--- config.mk ---
export PLATFORM = sky130hd
export DESIGN_NAME = bsync_copro
export DESIGN_NICKNAME = d
export VERILOG_FILES = /design/src/rtl/copro_pkg.sv /design/src/rtl/copro_decode.sv /design/src/rtl/copro_beam_cmp.sv /design/src/rtl/copro_pc.sv /design/src/rtl/bsync_copro.sv
export SDC_FILE = /design/constraint.sdc
export NUM_CORES = 1
export LEC_CHECK = 0
export CAP_MARGIN = 20
export CORE_ASPECT_RATIO = 1.1
export CORE_UTILIZATION = 47
export DETAILED_ROUTE_END_ITERATION = 8
export PLACE_DENSITY = 0.81
export SETUP_SLACK_MARGIN = 0.2
export SYNTH_ARGS = -nofsm -noshare
export SYNTH_HDL_FRONTEND = slang
export SYNTH_SLANG_ARGS = --single-unit
export TNS_END_PERCENT = 1
--- constraint.sdc ---
create_clock -name clk -period 3 [get_ports clk]
set_clock_uncertainty 0.2 [all_clocks]
set_input_delay 0.6 -clock clk [delete_from_list [all_inputs] [get_ports clk]]
set_output_delay 0.6 -clock clk [all_outputs]
set_load 0.02 [all_outputs]
--- src/rtl/copro_pkg.sv ---
package copro_pkg;

    typedef enum logic [1:0] {
        ST_FETCH = 2'd0,
        ST_EXEC  = 2'd1,
        ST_HOLD  = 2'd2
    } cp_state_e;

    typedef enum logic [1:0] {
        PH_ISSUE0 = 2'd0,
        PH_ISSUE1 = 2'd1,
        PH_LATCH1 = 2'd2
    } cp_phase_e;

    typedef enum logic [1:0] {
        K_MOVE = 2'd0,
        K_WAIT = 2'd1,
        K_SKIP = 2'd2
    } cp_kind_e;

    typedef enum logic [1:0] {
        PC_HOLD = 2'd0,
        PC_INC1 = 2'd1,
        PC_INC2 = 2'd2
    } cp_pcop_e;

endpackage

--- src/rtl/copro_decode.sv ---
module copro_decode
    import copro_pkg::*;
#(
    parameter int VW  = 8,
    parameter int HW  = 7,
    parameter int RAW = 8,
    localparam int WW = 1 + HW + VW
) (
    input  logic [WW-1:0]  word0,
    input  logic [WW-1:0]  word1,
    output cp_kind_e       kind,
    output logic [RAW-1:0] reg_idx,
    output logic [VW-1:0]  vpos,
    output logic [HW-1:0]  hpos,
    output logic [VW-1:0]  vmask,
    output logic [HW-1:0]  hmask
);
    // Bit 0 of the first word separates writes from beam tests.
    // Bit 0 of the second word then separates stall from skip.
    always_comb begin
        if (!word0[0])
            kind = K_MOVE;
        else if (!word1[0])
            kind = K_WAIT;
        else
            kind = K_SKIP;
    end

    assign reg_idx = word0[1 +: RAW];
    assign hpos    = word0[1 +: HW];
    assign vpos    = word0[1 + HW +: VW];
    assign hmask   = word1[1 +: HW];
    assign vmask   = word1[1 + HW +: VW];

endmodule

--- src/rtl/copro_beam_cmp.sv ---
module copro_beam_cmp #(
    parameter int VW = 8,
    parameter int HW = 7
) (
    input  logic [VW-1:0] beam_v,
    input  logic [HW-1:0] beam_h,
    input  logic [VW-1:0] vpos,
    input  logic [HW-1:0] hpos,
    input  logic [VW-1:0] vmask,
    input  logic [HW-1:0] hmask,
    output logic          reached
);
    localparam int CW = VW + HW;

    logic [CW-1:0] beam_key;
    logic [CW-1:0] goal_key;

    // Vertical position is the more significant half of the key.
    assign beam_key = {beam_v & vmask, beam_h & hmask};
    assign goal_key = {vpos & vmask, hpos & hmask};
    assign reached  = (beam_key >= goal_key);

endmodule

--- src/rtl/copro_pc.sv ---
module copro_pc
    import copro_pkg::*;
#(
    parameter int AW = 16
) (
    input  logic          clk,
    input  logic          rst_n,
    input  logic          load,
    input  logic [AW-1:0] base,
    input  cp_pcop_e      op,
    output logic [AW-1:0] pc
);
    always_ff @(posedge clk) begin
        if (!rst_n) begin
            pc <= '0;
        end else if (load) begin
            pc <= base;
        end else begin
            unique case (op)
                PC_HOLD: pc <= pc;
                PC_INC1: pc <= pc + AW'(1);
                PC_INC2: pc <= pc + AW'(2);
                default: pc <= pc;
            endcase
        end
    end

endmodule

--- src/rtl/bsync_copro.sv ---
module bsync_copro
    import copro_pkg::*;
#(
    parameter int AW         = 16,
    parameter int VW         = 8,
    parameter int HW         = 7,
    parameter int RAW        = 8,
    parameter int PROT_LIMIT = 32,
    localparam int WW        = 1 + HW + VW
) (
    input  logic           clk,
    input  logic           rst_n,
    input  logic           frame_start,
    input  logic [AW-1:0]  list_base,
    input  logic [VW-1:0]  beam_v,
    input  logic [HW-1:0]  beam_h,
    input  logic           danger_en,
    output logic           mem_rd,
    output logic [AW-1:0]  mem_addr,
    input  logic [WW-1:0]  mem_rdata,
    output logic           reg_we,
    output logic [RAW-1:0] reg_addr,
    output logic [WW-1:0]  reg_wdata
);
    cp_state_e      state, state_nxt;
    cp_phase_e      phase, phase_nxt;
    cp_pcop_e       pc_op;
    cp_kind_e       kind;
    logic           armed;
    logic           ld_w0, ld_w1;
    logic [WW-1:0]  ins_w0, ins_w1;
    logic [AW-1:0]  pc;
    logic [RAW-1:0] reg_idx;
    logic [VW-1:0]  vpos, vmask;
    logic [HW-1:0]  hpos, hmask;
    logic           reached;
    logic           move_ok;

    copro_pc #(.AW(AW)) u_pc (
        .clk   (clk),
        .rst_n (rst_n),
        .load  (frame_start),
        .base  (list_base),
        .op    (pc_op),
        .pc    (pc)
    );

    copro_decode #(.VW(VW), .HW(HW), .RAW(RAW)) u_dec (
        .word0   (ins_w0),
        .word1   (ins_w1),
        .kind    (kind),
        .reg_idx (reg_idx),
        .vpos    (vpos),
        .hpos    (hpos),
        .vmask   (vmask),
        .hmask   (hmask)
    );

    copro_beam_cmp #(.VW(VW), .HW(HW)) u_cmp (
        .beam_v  (beam_v),
        .beam_h  (beam_h),
        .vpos    (vpos),
        .hpos    (hpos),
        .vmask   (vmask),
        .hmask   (hmask),
        .reached (reached)
    );

    assign move_ok = danger_en || (reg_idx >= RAW'(PROT_LIMIT));

    // State register: the frame pulse overrides every transition.
    always_ff @(posedge clk) begin
        if (!rst_n) begin
            state  <= ST_HOLD;
            phase  <= PH_ISSUE0;
            armed  <= 1'b0;
            ins_w0 <= '0;
            ins_w1 <= '0;
        end else begin
            if (frame_start) begin
                state <= ST_FETCH;
                phase <= PH_ISSUE0;
                armed <= 1'b1;
            end else begin
                state <= state_nxt;
                phase <= phase_nxt;
            end
            if (ld_w0) ins_w0 <= mem_rdata;
            if (ld_w1) ins_w1 <= mem_rdata;
        end
    end

    // Next state and outputs.
    always_comb begin
        state_nxt = state;
        phase_nxt = phase;
        pc_op     = PC_HOLD;
        mem_rd    = 1'b0;
        ld_w0     = 1'b0;
        ld_w1     = 1'b0;
        reg_we    = 1'b0;
        unique case (state)
            ST_FETCH: begin
                unique case (phase)
                    PH_ISSUE0: begin
                        mem_rd    = 1'b1;
                        pc_op     = PC_INC1;
                        phase_nxt = PH_ISSUE1;
                    end
                    PH_ISSUE1: begin
                        mem_rd    = 1'b1;
                        ld_w0     = 1'b1;
                        pc_op     = PC_INC1;
                        phase_nxt = PH_LATCH1;
                    end
                    default: begin
                        ld_w1     = 1'b1;
                        phase_nxt = PH_ISSUE0;
                        state_nxt = ST_EXEC;
                    end
                endcase
            end
            ST_EXEC: begin
                unique case (kind)
                    K_MOVE: begin
                        reg_we    = move_ok;
                        state_nxt = ST_FETCH;
                    end
                    K_WAIT: begin
                        state_nxt = ST_HOLD;
                    end
                    default: begin
                        if (reached) pc_op = PC_INC2;
                        state_nxt = ST_FETCH;
                    end
                endcase
            end
            ST_HOLD: begin
                if (armed && reached) state_nxt = ST_FETCH;
            end
            default: state_nxt = ST_HOLD;
        endcase
    end

    assign mem_addr  = pc;
    assign reg_addr  = reg_idx;
    assign reg_wdata = ins_w1;

endmodule

# ---- Word-level counts from Yosys, hierarchy flattened
# Index checks and enable logic that the tools add are counted.
dict set report word_totals {
  regBits 53
  in_bits 51
}
dict set report op_classes {
  n_addsub 2
  n_lt_le_gt_ge 2
  eq_ne 10
  muxes 22
  bitwise 5
  n_reduce_logical 11
}
# operator n
set op_table {}
lappend op_table {{$pmux W16 S2} 1}
lappend op_table {{$add A16 B1 Y16 const B} 1}
lappend op_table {{$add A16 B2 Y16 const B} 1}
lappend op_table {{$and A8 B8 Y8} 2}
lappend op_table {{$mux W16} 1}
lappend op_table {{$mux W2} 8}
lappend op_table {{$ge A15 B15 Y1} 1}
lappend op_table {{$and A7 B7 Y7} 2}
lappend op_table {{$mux W1} 9}
lappend op_table {{$eq A2 B1 Y1 const B} 4}
lappend op_table {{$ge A8 B6 Y1 const B} 1}
lappend op_table {{$pmux W2 S2} 2}
lappend op_table {{$logic_not A2 Y1} 3}
lappend op_table {{$ne A3 B3 Y1 const B} 2}
lappend op_table {{$pmux W2 S3} 1}
lappend op_table {{$reduce_or A2 Y1} 3}
lappend op_table {{$eq A2 B2 Y1 const B} 2}
lappend op_table {{$ne A2 B2 Y1 const B} 2}
lappend op_table {{$reduce_and A2 Y1} 2}
lappend op_table {{$reduce_bool A3 Y1} 1}
lappend op_table {{$logic_and A1 B1 Y1} 1}
lappend op_table {{$logic_or A1 B1 Y1} 1}
lappend op_table {{$not A1 Y1} 1}

# ---- Longest topological paths before layout
dict set report logic_depth {
  depth_word 9
  mapped_depth 9
  depth_no_buf 8
}

# ---- Modules after synthesis
# Synthesis repeated with hierarchy kept, for this count alone.
dict set report unflattened {
  hier_cells 397
  hier_area_um2 3171.8
}
# mod instances cells_each area_each_um2
set modules_own_cells {}
lappend modules_own_cells {bsync_copro 1 171 1433.9}
lappend modules_own_cells {copro_pc 1 117 967.2}
lappend modules_own_cells {copro_beam_cmp 1 69 469.2}
lappend modules_own_cells {copro_decode 1 40 301.5}

# ---- Worst setup path after synthesis
# No wires, ideal clock.
dict set report synth_path {
  kind {input-to-reg}
  from {input port beam_v[7]}
  to {register u_pc.pc[11]}
  t_arrival_ps 2498
  setup_slack_ps 172
  cell_stages 8
  path_buffers 1
  path_cell_list {and2_1 -> ha_1 -> nand2_2 -> or4_4 -> o31a_1 -> buf_4 -> a2111oi_2 -> a211oi_1}
}
dict set report synth_between {
  elab_chain_cells 8
}
# element line_no
set synth_lines {}
lappend synth_lines {{from (decl)} bsync_copro.sv:15} ;# input logic [VW-1:0] beam_v,
lappend synth_lines {{$and A8 B8 Y8 *} copro_beam_cmp.sv:19} ;# assign beam_key = {beam_v & vmask, beam_h & hmask};
lappend synth_lines {{$ge A15 B15 Y1 *} copro_beam_cmp.sv:21} ;# assign reached = (beam_key >= goal_key);
lappend synth_lines {{$mux W2 *} bsync_copro.sv:133} ;# if (reached) pc_op = PC_INC2;
lappend synth_lines {{$mux W2 *} bsync_copro.sv:124} ;# unique case (kind)
lappend synth_lines {{$pmux W2 S2 *} bsync_copro.sv:102} ;# unique case (state)
lappend synth_lines {{$eq A2 B2 Y1 or $eq A2 B1 Y1 (tied branches)} copro_pc.sv:19} ;# unique case (op)
lappend synth_lines {{$pmux W16 S2} copro_pc.sv:19}
lappend synth_lines {{$mux W16} copro_pc.sv:16} ;# end else if (load) begin
lappend synth_lines {{to (signal assigned)} copro_pc.sv:17} ;# pc <= base;
lappend synth_lines {{to (signal assigned)} copro_pc.sv:20} ;# PC_HOLD: pc <= pc;
lappend synth_lines {{to (signal assigned)} copro_pc.sv:21} ;# PC_INC1: pc <= pc + AW'(1);
lappend synth_lines {{to (decl)} copro_pc.sv:11} ;# output logic [AW-1:0] pc
# Mark *: on every way between the ends. The rest lies on a longest branch, timed or not.
# A chain may end at the register's enable or synchronous reset.

# ---- Worst setup path in the final report
dict set report layout_path {
  from {input port beam_v[5]}
  to {register u_pc.pc[3]}
}
# Same word-level chain as after synthesis.

==> flow_metrics.py <==
metrics = {
    "run_status": {
        "status": "finished clean",
    },
    "clock_network": {
        "cts_buffers": 5,
        "cts.sinks": 53,
        "clk_pin_slew_worst_paths_ps": 100,
        "clock_path_buffers": 2,
        "cts_root_buf": "clkbuf_8",
        "insertion_delay_ps": 310,
        "postCtsHoldBufs": 0,
        "htree_levels": 2,
        "cts_tree": "done",
    },
    "finish": {
        "drive_gt1_share_pct": 15.4,
        "finalNetCount": 561,
        "diodes": 0,
        "final_cell_mix": "nand2_1, clkdlybuf4s50_1, dfxtp_1, a21oi_1, nor2_1",
        "area.growth.synth_to_final_pct": 49.0,
        "fin_util_pct": 73.1,
        "final_common_cell": "nand2_1",
    },
    "floorplan": {
        "dieArea_mm2": 0.00679,
        "rows": 30,
        "die_x_um": 78.7,
        "core_mm2": 0.00619,
        "io_pins": 93,
        "die_y_um": 86.3,
        "initial_core_util_pct": 49.1,
    },
    "setup_path": {
        "cpMaxStageDelayCell": "or4_4",
        "critPathMostFrequentCell": "buf_6",
        "rr_worst_depth": 11,
        "worstSetupEndpointType": "flop",
        "critPathRequiredTime_ps": 3040,
        "worstPathArrival_ps": 2830,
        "slowest_delay_ps": 540,
        "cp.depth": 12,
        "start_kind": "primary input",
        "crit_buf_inv": 5,
        "crit_fanout": 6,
        "worstSetupPathType": "primary input to flop",
        "path_cells": "clkdlybuf4s15_1 > and2_1 > ha_1 > nand2_1 > or4_4 > buf_6 > o31ai_4 > buf_6 > buf_16 > buf_6 > nor4_2 > nor3_1",
        "crit_family": "simple AND/OR/NAND/NOR gates",
    },
    "routing": {
        "drt_iter0_drc": 251,
        "ant_nets": 0,
        "post_drt_wl_per_cell_um": 15.6,
        "dr.pass1.iters": 5,
        "vias": 3302,
        "post-route-drc-count": 0,
        "vias_per_cell": 5.75,
        "wl_um": 8980,
    },
    "worst_hold_path": {
        "hold_path_depth": 2,
        "hold_path.class": "flop to flop",
    },
    "synth": {
        "ys_ff_latch": 53,
        "ys_warn_count": 0,
        "async_reset_ff_share_pct": 0,
        "ys_top_cells_by_area": "dfxtp_1, nand2_1, a21oi_1",
        "syn_avg_cell_area_um2": 7.66,
        "synthFlopType": "dfxtp_1",
        "yosys.area.top_type_share_pct": 34.9,
        "syn-instance-count": 397,
        "synth_area_mm2": 0.00304,
        "syn-num-nets": 465,
        "synth_top_area_cell": "dfxtp_1",
        "ys_seq_area_share_pct": 34.9,
        "synth_edf_count": 0,
        "synth_cell_type_count": 56,
    },
    "pwr": {
        "p_leak_nw": 1.70,
        "power_density_mw_per_mm2": 312,
        "peakVddDrop_v": 0.000211,
    },
    "global_route": {
        "grt_pass1_vias": 3087,
        "grt-ovfl-total": 0,
        "grt_antenna_before_repair": 0,
        "grt_pass1_wl_um": 14000,
        "grt_max_degree": 25,
        "grt_usage_pct": 25.9,
    },
    "job": {
        "drv_cap": 0,
    },
    "timing": {
        "fin_crit_ps": 2790,
        "min_period_over_period_pct": 92.9,
        "hold_violations": 0,
        "fmax_mhz": 359,
        "fin_setup_tns_ps": 0,
        "slew_headroom_pct": 55.7,
        "rsz0062_at_grt": "false",
        "setup-violations-final": 0,
        "worstMarginPinSlew_ps": 663,
        "slew_violations": 0,
    },
    "placement": {
        "routabilityCongestion": 0.909,
        "dp_hpwl_um": 6050,
        "port_buffers": 92,
    },
}
==> cell families (layout without fill, tap and decap cells) <==
group,Yosys count,count (layout),share of synthesized area (%)
XOR/XNOR,4,4,1.15
flip-flops,53,53,34.9
multiplexers,2,2,0.659
AND/OR/NAND/NOR,189,189,29.4
AO/OA/AOI/OAI,97,97,21.3
adder cells (fa/ha/maj),17,17,7.00
buffers and inverters,35,132,5.60
==> sequential cells by signal (all words and copies together), names as in the netlist <==
name / count
armed: 1
ins_w0: 16
phase: 2
reg_wdata: 16
state: 2
u_pc.pc: 16
==> power by group <==
| group | switching [mW] | internal, mW |
|---|---|---|
| combinational | 0.112 | 0.128 |
| sequential | 0.0297 | 0.725 |
| clock | 0.253 | 0.166 |
==> layer usage <==
metal	vias to the layer above	global-route usage, %	part of all wire [%]	wire length [um]
met5	-	0	0	0
met4	0	9.09	1.9	174
met3	20	5.05	5.9	530
met2	132	46.7	53	4740
met1	1555	30.4	39	3530
li1	1595	-	-	-
==> worst paths after layout <==
check                             endpoint          from  slack, ps
worst max-delay path            u_pc.pc[3]     beam_v[5]        210
worst min-delay path            ins_w0[14]    ins_w0[14]        260
worst max register to register  u_pc.pc[3]  reg_wdata[8]        280
worst min register to register  ins_w0[14]    ins_w0[14]        260
==> area by class of cell <==
cell class	instances	area, um^2
inverters	7	26.3
multi-input cells	309	2060
fillers	460	1670
well taps	80	100
clock buffers	5	68.8
flip-flops and latches	53	1060
repair buffers	117	1190
clock inverters	3	22.5
==> through the flow <==
stage / power (mW) / cell area (um^2) / hold slack [ps] / cells / worst slack [ps]
after global placement: 0.995 / 4060 / 242 / 557 / -248
after floorplan: 0.868 / 3040 / 233 / 397 / 191
after detailed placement: 0.999 / 4060 / 251 / 557 / -268
final: 1.41 / 4530 / 261 / 574 / 212
after global routing: 1.46 / 4530 / 279 / 574 / 185
after CTS: 1.41 / 4350 / 264 / 571 / 128
==> synthesized netlist by cell type, drive strengths merged (2+ instances only) <==
cell type,number
nand2,99
dfxtp,53
a21oi,44
nor2,22
and2,18
clkbuf,17
ha,17
o21ai,15
buf,11
nand3,10
nor3,10
nor4,8
inv,7
a2111oi,5
o211ai,5
a211oi,4
and3,4
nand2b,3
nand4,3
o31ai,3
or4,3
a21o,2
a31oi,2
mux2i,2
nor4b,2
o311a,2
o41ai,2
or2,2
or3,2
xnor2,2
xor2,2
==> worst reg2reg max path, stage by stage (launching register included) <==
cell and delay [ps]:
dfxtp_1 360, and2_1 170, ha_1 280, nand2_2 50, or4_4 550, buf_6 150, o31ai_4 290, buf_6 160
buf_16 130, buf_6 100, nor4_2 40, nor3_1 180
==> timing repair <==
item,4_1_cts,5_1_grt
gates resized for setup,35,36
gates cloned,1,0
buffers inserted,5,3
endpoints found under the setup margin,13,15
pin swaps,26,29
Note: power is estimated with default switching activity, not from simulation.
